--- config.mk ---
export PLATFORM = sky130hd
export DESIGN_NAME = tcv_path_stage
export DESIGN_NICKNAME = d
export VERILOG_FILES = /design/src/rtl/tcv_stage_pkg.sv /design/src/rtl/tcv_edge_detect.sv /design/src/rtl/tcv_store.sv /design/src/rtl/tcv_drive.sv /design/src/rtl/tcv_path_stage.sv
export SDC_FILE = /design/constraint.sdc
export NUM_CORES = 1
export LEC_CHECK = 0
export CORE_AREA = 4 4 52 54
export CTS_CLUSTER_SIZE = 24
export DETAILED_ROUTE_END_ITERATION = 8
export DIE_AREA = 0 0 56 58
export DONT_BUFFER_PORTS = 1
export HOLD_SLACK_MARGIN = 0.03
export PLACE_DENSITY = 0.68
export SYNTH_ARGS = -nofsm -noshare
export SYNTH_HDL_FRONTEND = slang
export SYNTH_SLANG_ARGS = --single-unit
export TNS_END_PERCENT = 5
--- constraint.sdc ---
create_clock -name clk -period 2.2 [get_ports clk]
set_clock_uncertainty 0.1 [all_clocks]
set_input_delay 0.22 -clock clk [delete_from_list [all_inputs] [get_ports clk]]
set_output_delay 0.22 -clock clk [all_outputs]
set_load 0.01 [all_outputs]
--- src/rtl/tcv_stage_pkg.sv ---
package tcv_stage_pkg;
    typedef enum logic [1:0] {
        MODE_IDLE   = 2'd0,
        MODE_FOLLOW = 2'd1,
        MODE_KEEP   = 2'd2,
        MODE_GRAB   = 2'd3
    } mode_e;
endpackage

--- src/rtl/tcv_edge_detect.sv ---
module tcv_edge_detect #(
    parameter bit IDLE_LEVEL = 1'b1
) (
    input  logic clk,
    input  logic rst,
    input  logic pin,
    output logic rise
);
    logic prev_q;

    always_ff @(posedge clk) begin
        if (rst) prev_q <= IDLE_LEVEL;
        else     prev_q <= pin;
    end

    assign rise = pin & ~prev_q;

    // a rise is only reported after a low sample taken out of reset
    assert_rise_real_R9: assert property (@(posedge clk) disable iff (rst)
        rise |-> (pin && !$past(pin)));
endmodule

--- src/rtl/tcv_store.sv ---
module tcv_store
    import tcv_stage_pkg::*;
#(
    parameter int W = 18
) (
    input  logic         clk,
    input  logic         rst,
    input  logic         le,
    input  logic         rise,
    input  logic [W-1:0] din,
    output logic [W-1:0] stored,
    output mode_e        mode_q
);
    mode_e mode_d;

    always_comb begin
        unique case ({rst, le, rise})
            3'b100, 3'b101, 3'b110, 3'b111: mode_d = MODE_IDLE;
            3'b010, 3'b011:                 mode_d = MODE_FOLLOW;
            3'b001:                         mode_d = MODE_GRAB;
            default:                        mode_d = MODE_KEEP;
        endcase
    end

    always_ff @(posedge clk) begin
        mode_q <= mode_d;
    end

    always_ff @(posedge clk) begin
        unique case (mode_d)
            MODE_IDLE:   stored <= '0;
            MODE_FOLLOW: stored <= din;
            MODE_GRAB:   stored <= din;
            MODE_KEEP:   stored <= stored;
        endcase
    end

    assert_clear_R1: assert property (@(posedge clk)
        rst |=> (stored == '0));
    assert_follow_R4: assert property (@(posedge clk) disable iff (rst)
        le |=> (stored == $past(din)));
    assert_grab_R5: assert property (@(posedge clk) disable iff (rst)
        (!le && rise) |=> (stored == $past(din)));
    assert_keep_R6: assert property (@(posedge clk) disable iff (rst)
        (!le && !rise) |=> $stable(stored));
endmodule

--- src/rtl/tcv_drive.sv ---
module tcv_drive #(
    parameter int W = 18
) (
    input  logic         clk,
    input  logic         rst,
    input  logic         oe_n,
    input  logic         le,
    input  logic [W-1:0] din,
    input  logic [W-1:0] stored,
    output logic [W-1:0] dout,
    output logic [W-1:0] drv_en
);
    logic          active;
    logic [W-1:0]  word;

    assign active = ~oe_n & ~rst;
    assign word   = le ? din : stored;

    for (genvar b = 0; b < W; b++) begin : g_lane
        assign drv_en[b] = active;
        assign dout[b]   = active & word[b];
    end

    assert_off_R2: assert property (@(posedge clk) disable iff (rst)
        oe_n |-> (drv_en == '0 && dout == '0));
    assert_on_R3: assert property (@(posedge clk) disable iff (rst)
        !oe_n |-> (&drv_en));
    assert_thru_R4: assert property (@(posedge clk) disable iff (rst)
        (le && !oe_n) |-> (dout == din));
endmodule

--- src/rtl/tcv_path_stage.sv ---
module tcv_path_stage
    import tcv_stage_pkg::*;
#(
    parameter int DATA_W = 16,
    parameter int PAR_W  = 2
) (
    input  logic                      clk,
    input  logic                      rst,
    input  logic                      le,
    input  logic                      cap_clk,
    input  logic                      oe_n,
    input  logic [DATA_W+PAR_W-1:0]   din,
    output logic [DATA_W+PAR_W-1:0]   dout,
    output logic [DATA_W+PAR_W-1:0]   drv_en
);
    localparam int W = DATA_W + PAR_W;

    logic         rise;
    logic [W-1:0] stored;
    mode_e        mode_q;

    tcv_edge_detect #(.IDLE_LEVEL(1'b1)) u_edge (
        .clk (clk),
        .rst (rst),
        .pin (cap_clk),
        .rise(rise)
    );

    tcv_store #(.W(W)) u_store (
        .clk   (clk),
        .rst   (rst),
        .le    (le),
        .rise  (rise),
        .din   (din),
        .stored(stored),
        .mode_q(mode_q)
    );

    tcv_drive #(.W(W)) u_drive (
        .clk   (clk),
        .rst   (rst),
        .oe_n  (oe_n),
        .le    (le),
        .din   (din),
        .stored(stored),
        .dout  (dout),
        .drv_en(drv_en)
    );

    // the first cycle after reset reads back a cleared store
    assert_idle_R1: assert property (@(posedge clk)
        (mode_q == MODE_IDLE && !rst && !le && !oe_n) |-> (dout == '0));
endmodule

Word level (Yosys, flattened, before mapping):

Index checks and enable logic that the tools add are counted.

* bits in registers: 19
* input bits: 23

* eq/ne operators: 10
* muxes and demuxes: 3
* bitwise operators: 23
* reduce and logical (&&, ||, !) cells: 4

Operators with widths (count)
* one-hot mux 18 bit (2 select lines): 1
* bitwise AND 1 bit: 20
* 2-to-1 mux 18 bit: 1
* equality test 3 bit (second input constant): 4
* equality test 3 x 2 -> 1 bit (second input constant): 2
* one-hot mux 2 bit (3 select lines): 1
* equality test 2 bit (second input constant): 2
* OR reduction 2 bit: 2
* OR reduction 4 bit: 1
* equality test 3 x 1 -> 1 bit (second input constant): 1
* NOT 1 bit: 3
* equality test 2 x 1 -> 1 bit (second input constant): 1
* zero test 2 bit: 1

Longest topological paths before layout:

* depth after elaboration: 8
* gate-level depth with buffers: 5
* depth with buffers taken out: 2

Modules after synthesis:

From an unflattened synthesis, not the netlist that was laid out.

* cells, all modules: 105
* area, all modules: 1243.7 µm²

Modules (own cells, without submodules)
* tcv_store: instances 1, cells an instance 42, area each 765.7 µm², seq. area each 580.6 µm²
* tcv_drive: instances 1, cells an instance 60, area each 445.4 µm², seq. area each 0.0 µm²
* tcv_edge_detect: instances 1, cells an instance 3, area each 32.5 µm², seq. area each 20.0 µm²

Worst setup path after synthesis:

No wires, ideal clock.

* path type: flip-flop to flip-flop
* start point: reg u_edge.prev_q
* end point: reg u_store.stored[0], enable pin
* setup time: 0.433 ns
* arrival: 1.172 ns
* slack: 0.495 ns
* stages on the path, launching flop included: 5
* buffers on the path: 2
* path through: dfxtp_1 > nand2b_1 > buf_2 > buf_2 > nand3b_1

* word-level cells in the longest chain between the ends: 6
* elaborated cells between the ends (all ways): 13
* classes of those cells: eq/ne: 8; mux: 1; bitwise: 2; reduce/logical: 2

RTL lines
* from (decl): RTL line tcv_edge_detect.sv:9 `logic prev_q;`
* from (signal assigned): RTL line tcv_edge_detect.sv:13 `else prev_q <= pin;`
* NOT 1 bit *: RTL line tcv_edge_detect.sv:16 `assign rise = pin & ~prev_q;`
* bitwise AND 1 bit *: RTL line tcv_edge_detect.sv:16
* equality test 3 bit or equality test 3 x 2 -> 1 bit (tied branches): RTL line tcv_store.sv:17 `unique case ({rst, le, rise})`
* OR reduction 4 bit or OR reduction 2 bit (tied branches): RTL line tcv_store.sv:17
* one-hot mux 2 bit (3 select lines) *: RTL line tcv_store.sv:17
* equality test 2 bit *: RTL line tcv_store.sv:30 `unique case (mode_d)`
* to (signal assigned): RTL line tcv_store.sv:32 `MODE_FOLLOW: stored <= din;`
* to (signal assigned): RTL line tcv_store.sv:33 `MODE_GRAB: stored <= din;`
* to (signal assigned): RTL line tcv_store.sv:34 `MODE_KEEP: stored <= stored;`
* to (decl): RTL line tcv_store.sv:11 `output logic [W-1:0] stored,`

Every way passes the cells marked *; elsewhere a longest branch is shown, timed or not.
A chain may end at the register's enable or synchronous reset.

Worst setup path in the final report:

* start point: in cap_clk
* end point: reg u_edge.prev_q

RTL lines
* from (decl): RTL line tcv_path_stage.sv:10 `input logic cap_clk,`

No word-level cell between the ends.

==> impl_metrics.env <==
export IMPL_leakage_nw=0.486
export IMPL_avgSynthCellArea_um2=10.1
export IMPL_path_common_cell="dlygate4sd3_1"
export IMPL_setup_viol=0
export IMPL_tritoncts="yes"
export IMPL_cts_sinks=19
export IMPL_period_share=0.661
export IMPL_start_util=0.566
export IMPL_slew_headroom=0.666
export IMPL_numCtsBuffers=3
export IMPL_grt_overflow_total=0
export IMPL_drt_wl_total_um=2350
export IMPL_syn_area_um2=1250
export IMPL_grt_pass1_vias=766
export IMPL_wire_per_inst_um=16.9
export IMPL_antenna_left=0
export IMPL_antenna_found_initial=0
export IMPL_die_area_um2=3250
export IMPL_row_count=17
export IMPL_synth_warning_count=0
export IMPL_cp_max_fo=2
export IMPL_first_iter_violations=17
export IMPL_gp_congestion=0.710
export IMPL_r2r_slack_ps=750
export IMPL_fill_cells=208
export IMPL_viasPerCell=5.57
export IMPL_cpPeakStageDelay_ps=550
export IMPL_clkLatencyLatePin_ps=310
export IMPL_cp_slowest_cell="dlygate4sd3_1"
export IMPL_drt_first_pass_iters=4
export IMPL_path_class="in2reg"
export IMPL_post_cts_resize_count=0
export IMPL_fin_cells=139
export IMPL_hold_viol=0
export IMPL_drive_above_1_share=0.0901
export IMPL_place_hpwl_um=1620
export IMPL_maxCapViolations=0
export IMPL_die_w_um=56
export IMPL_min_period_ps=1450
export IMPL_cts_clk_slew_worst_paths_ps=110
export IMPL_post_cts_buffers=0
export IMPL_ys_types=16
export IMPL_cp_cell_sequence="dlygate4sd3_1 > or2_2 > dlygate4sd3_1"
export IMPL_holdCritPathClass="in2reg"
export IMPL_grt_use_total=0.149
export IMPL_root_buffer="clkbuf_4"
export IMPL_power_per_cell_area_nw_per_um2=608
export IMPL_drc_errors=0
export IMPL_ys_seq_area_frac=0.448
export IMPL_post_dp_cell_area_um2=1110
export IMPL_slew_viol_final=0
export IMPL_final_nets=135
export IMPL_pin_count=59
export IMPL_vias=774
export IMPL_core_um2=2210
export IMPL_syn_inst=124
export IMPL_portBuffers=0
export IMPL_cp_required_ps=2310
export IMPL_h_tree_depth=1
export IMPL_fp_dieH_um=58
export IMPL_status="finished clean"
export IMPL_grt_max_degree=22
export IMPL_synth_nets=147
export IMPL_worstSetupEndpointType="flop"
export IMPL_peakVddDrop_mv=0.358
export IMPL_cp_arrival_ps=1570
export IMPL_rsz0062_at_grt="no"
export IMPL_dp_cells=129
export IMPL_finalSetupTns_ps=0
export IMPL_cts_buffer_depth=2
export IMPL_cp_start_kind="primary input"
export IMPL_syn_to_final_growth_pct=-4.40
export IMPL_seqCellArea_um2=561
export IMPL_cts_hold_buf=2
export IMPL_fin_area_um2=1200
export IMPL_multi_input_area_um2=477
export IMPL_grt_pass1_wl_um=3690
export IMPL_timing_fmax_mhz=688
export IMPL_worstMarginPinSlew_ps=506
export IMPL_ys_ff_latch=19
export IMPL_antennaDiodeCount=0
critical path, delay by kind of cell:
kind / cells / cell delay (ps)
buffers and inverters: 2 / 1080
AND/OR/NAND/NOR: 1 / 260
per-stage QoR:
step | total power (W) | worst slack, ps | hold slack [ps] | util
2_1_floorplan | 0.000566 | 495 | 224 | -
3_3_place_gp | 0.000541 | 776 | 227 | 0.502
3_5_place_dp | 0.000544 | 754 | 226 | 0.502
4_1_cts | 0.000727 | 765 | 31.5 | 0.523
5_1_grt | 0.000763 | 685 | 34.2 | 0.541
6_report | 0.000728 | 746 | 37.5 | 0.541
registers in the layout (all words and copies together), names as in the netlist:
name / count
u_edge.prev_q: 1
u_store.stored: 18
final timing paths:
kind,from,end,cells after the start
worst max register to register,u_edge.prev_q$_SDFF_PP1_,u_store.stored[1]$_SDFFCE_PN0P_,3
worst min-delay path,din[0],u_store.stored[0]$_SDFFCE_PN0P_,2
worst min register to register,u_edge.prev_q$_SDFF_PP1_,u_store.stored[5]$_SDFFCE_PN0P_,3
worst max-delay path,cap_clk,u_edge.prev_q$_SDFF_PP1_,3
layer usage:
layer / GRT usage / vias up / part of all wire
li1: - / 372 / -
met1: 0.177 / 362 / 0.43
met2: 0.242 / 34 / 0.48
met3: 0.0445 / 6 / 0.066
met4: 0.0814 / 0 / 0.020
met5: 0 / - / 0
synth_stat cells:
library cell  number  area share
nand2b_1          19       0.095
buf_8              1       0.012
clkbuf_1           1      0.0030
nor2_1            18       0.054
buf_4             18        0.11
inv_2              1      0.0030
mux2i_1           18        0.14
edfxtp_1          18        0.43
buf_2              4       0.016
or2_1              1      0.0050
inv_1              1      0.0030
dfxtp_1            1       0.016
nand3b_1           1      0.0060
buf_6              3       0.027
a21oi_1           18       0.072
or2_2              1      0.0050
report_power, final:
group	switching (W)	internal, W	total [W]
logic	0.0000650	0.0000472	0.000112
clock network	0.000116	0.0000681	0.000184
registers	0.00000687	0.000425	0.000432
total	0.000188	0.000540	0.000728
cells by family after synthesis:
group / share of synthesized area
and+or+nand+nor: 0.165
buffers and inverters: 0.172
DFF: 0.448
AOI/OAI and AO/OA: 0.0719
muxes: 0.144
placed cells by master, fill, tap and decap left out:
cell type,count
a21oi_1,18
buf_4,4
clkbuf_4,3
clkinv_1,1
clkinv_2,1
dfxtp_1,1
dlygate4sd3_1,6
edfxtp_1,18
inv_2,1
mux2i_1,18
nand2b_1,19
nand3b_1,1
nor2_1,18
or2_1,1
or2_2,1
area by class of cell:
class                   instances  area share
repair buffers                 10      0.0752
clock buffers                   3      0.0188
flip-flops and latches         19       0.468
clock inverters                 1     0.00418
multi-input cells              76       0.398
inverters                       2     0.00627
well taps                      28      0.0293
Note: power is estimated with default switching activity, not from simulation.
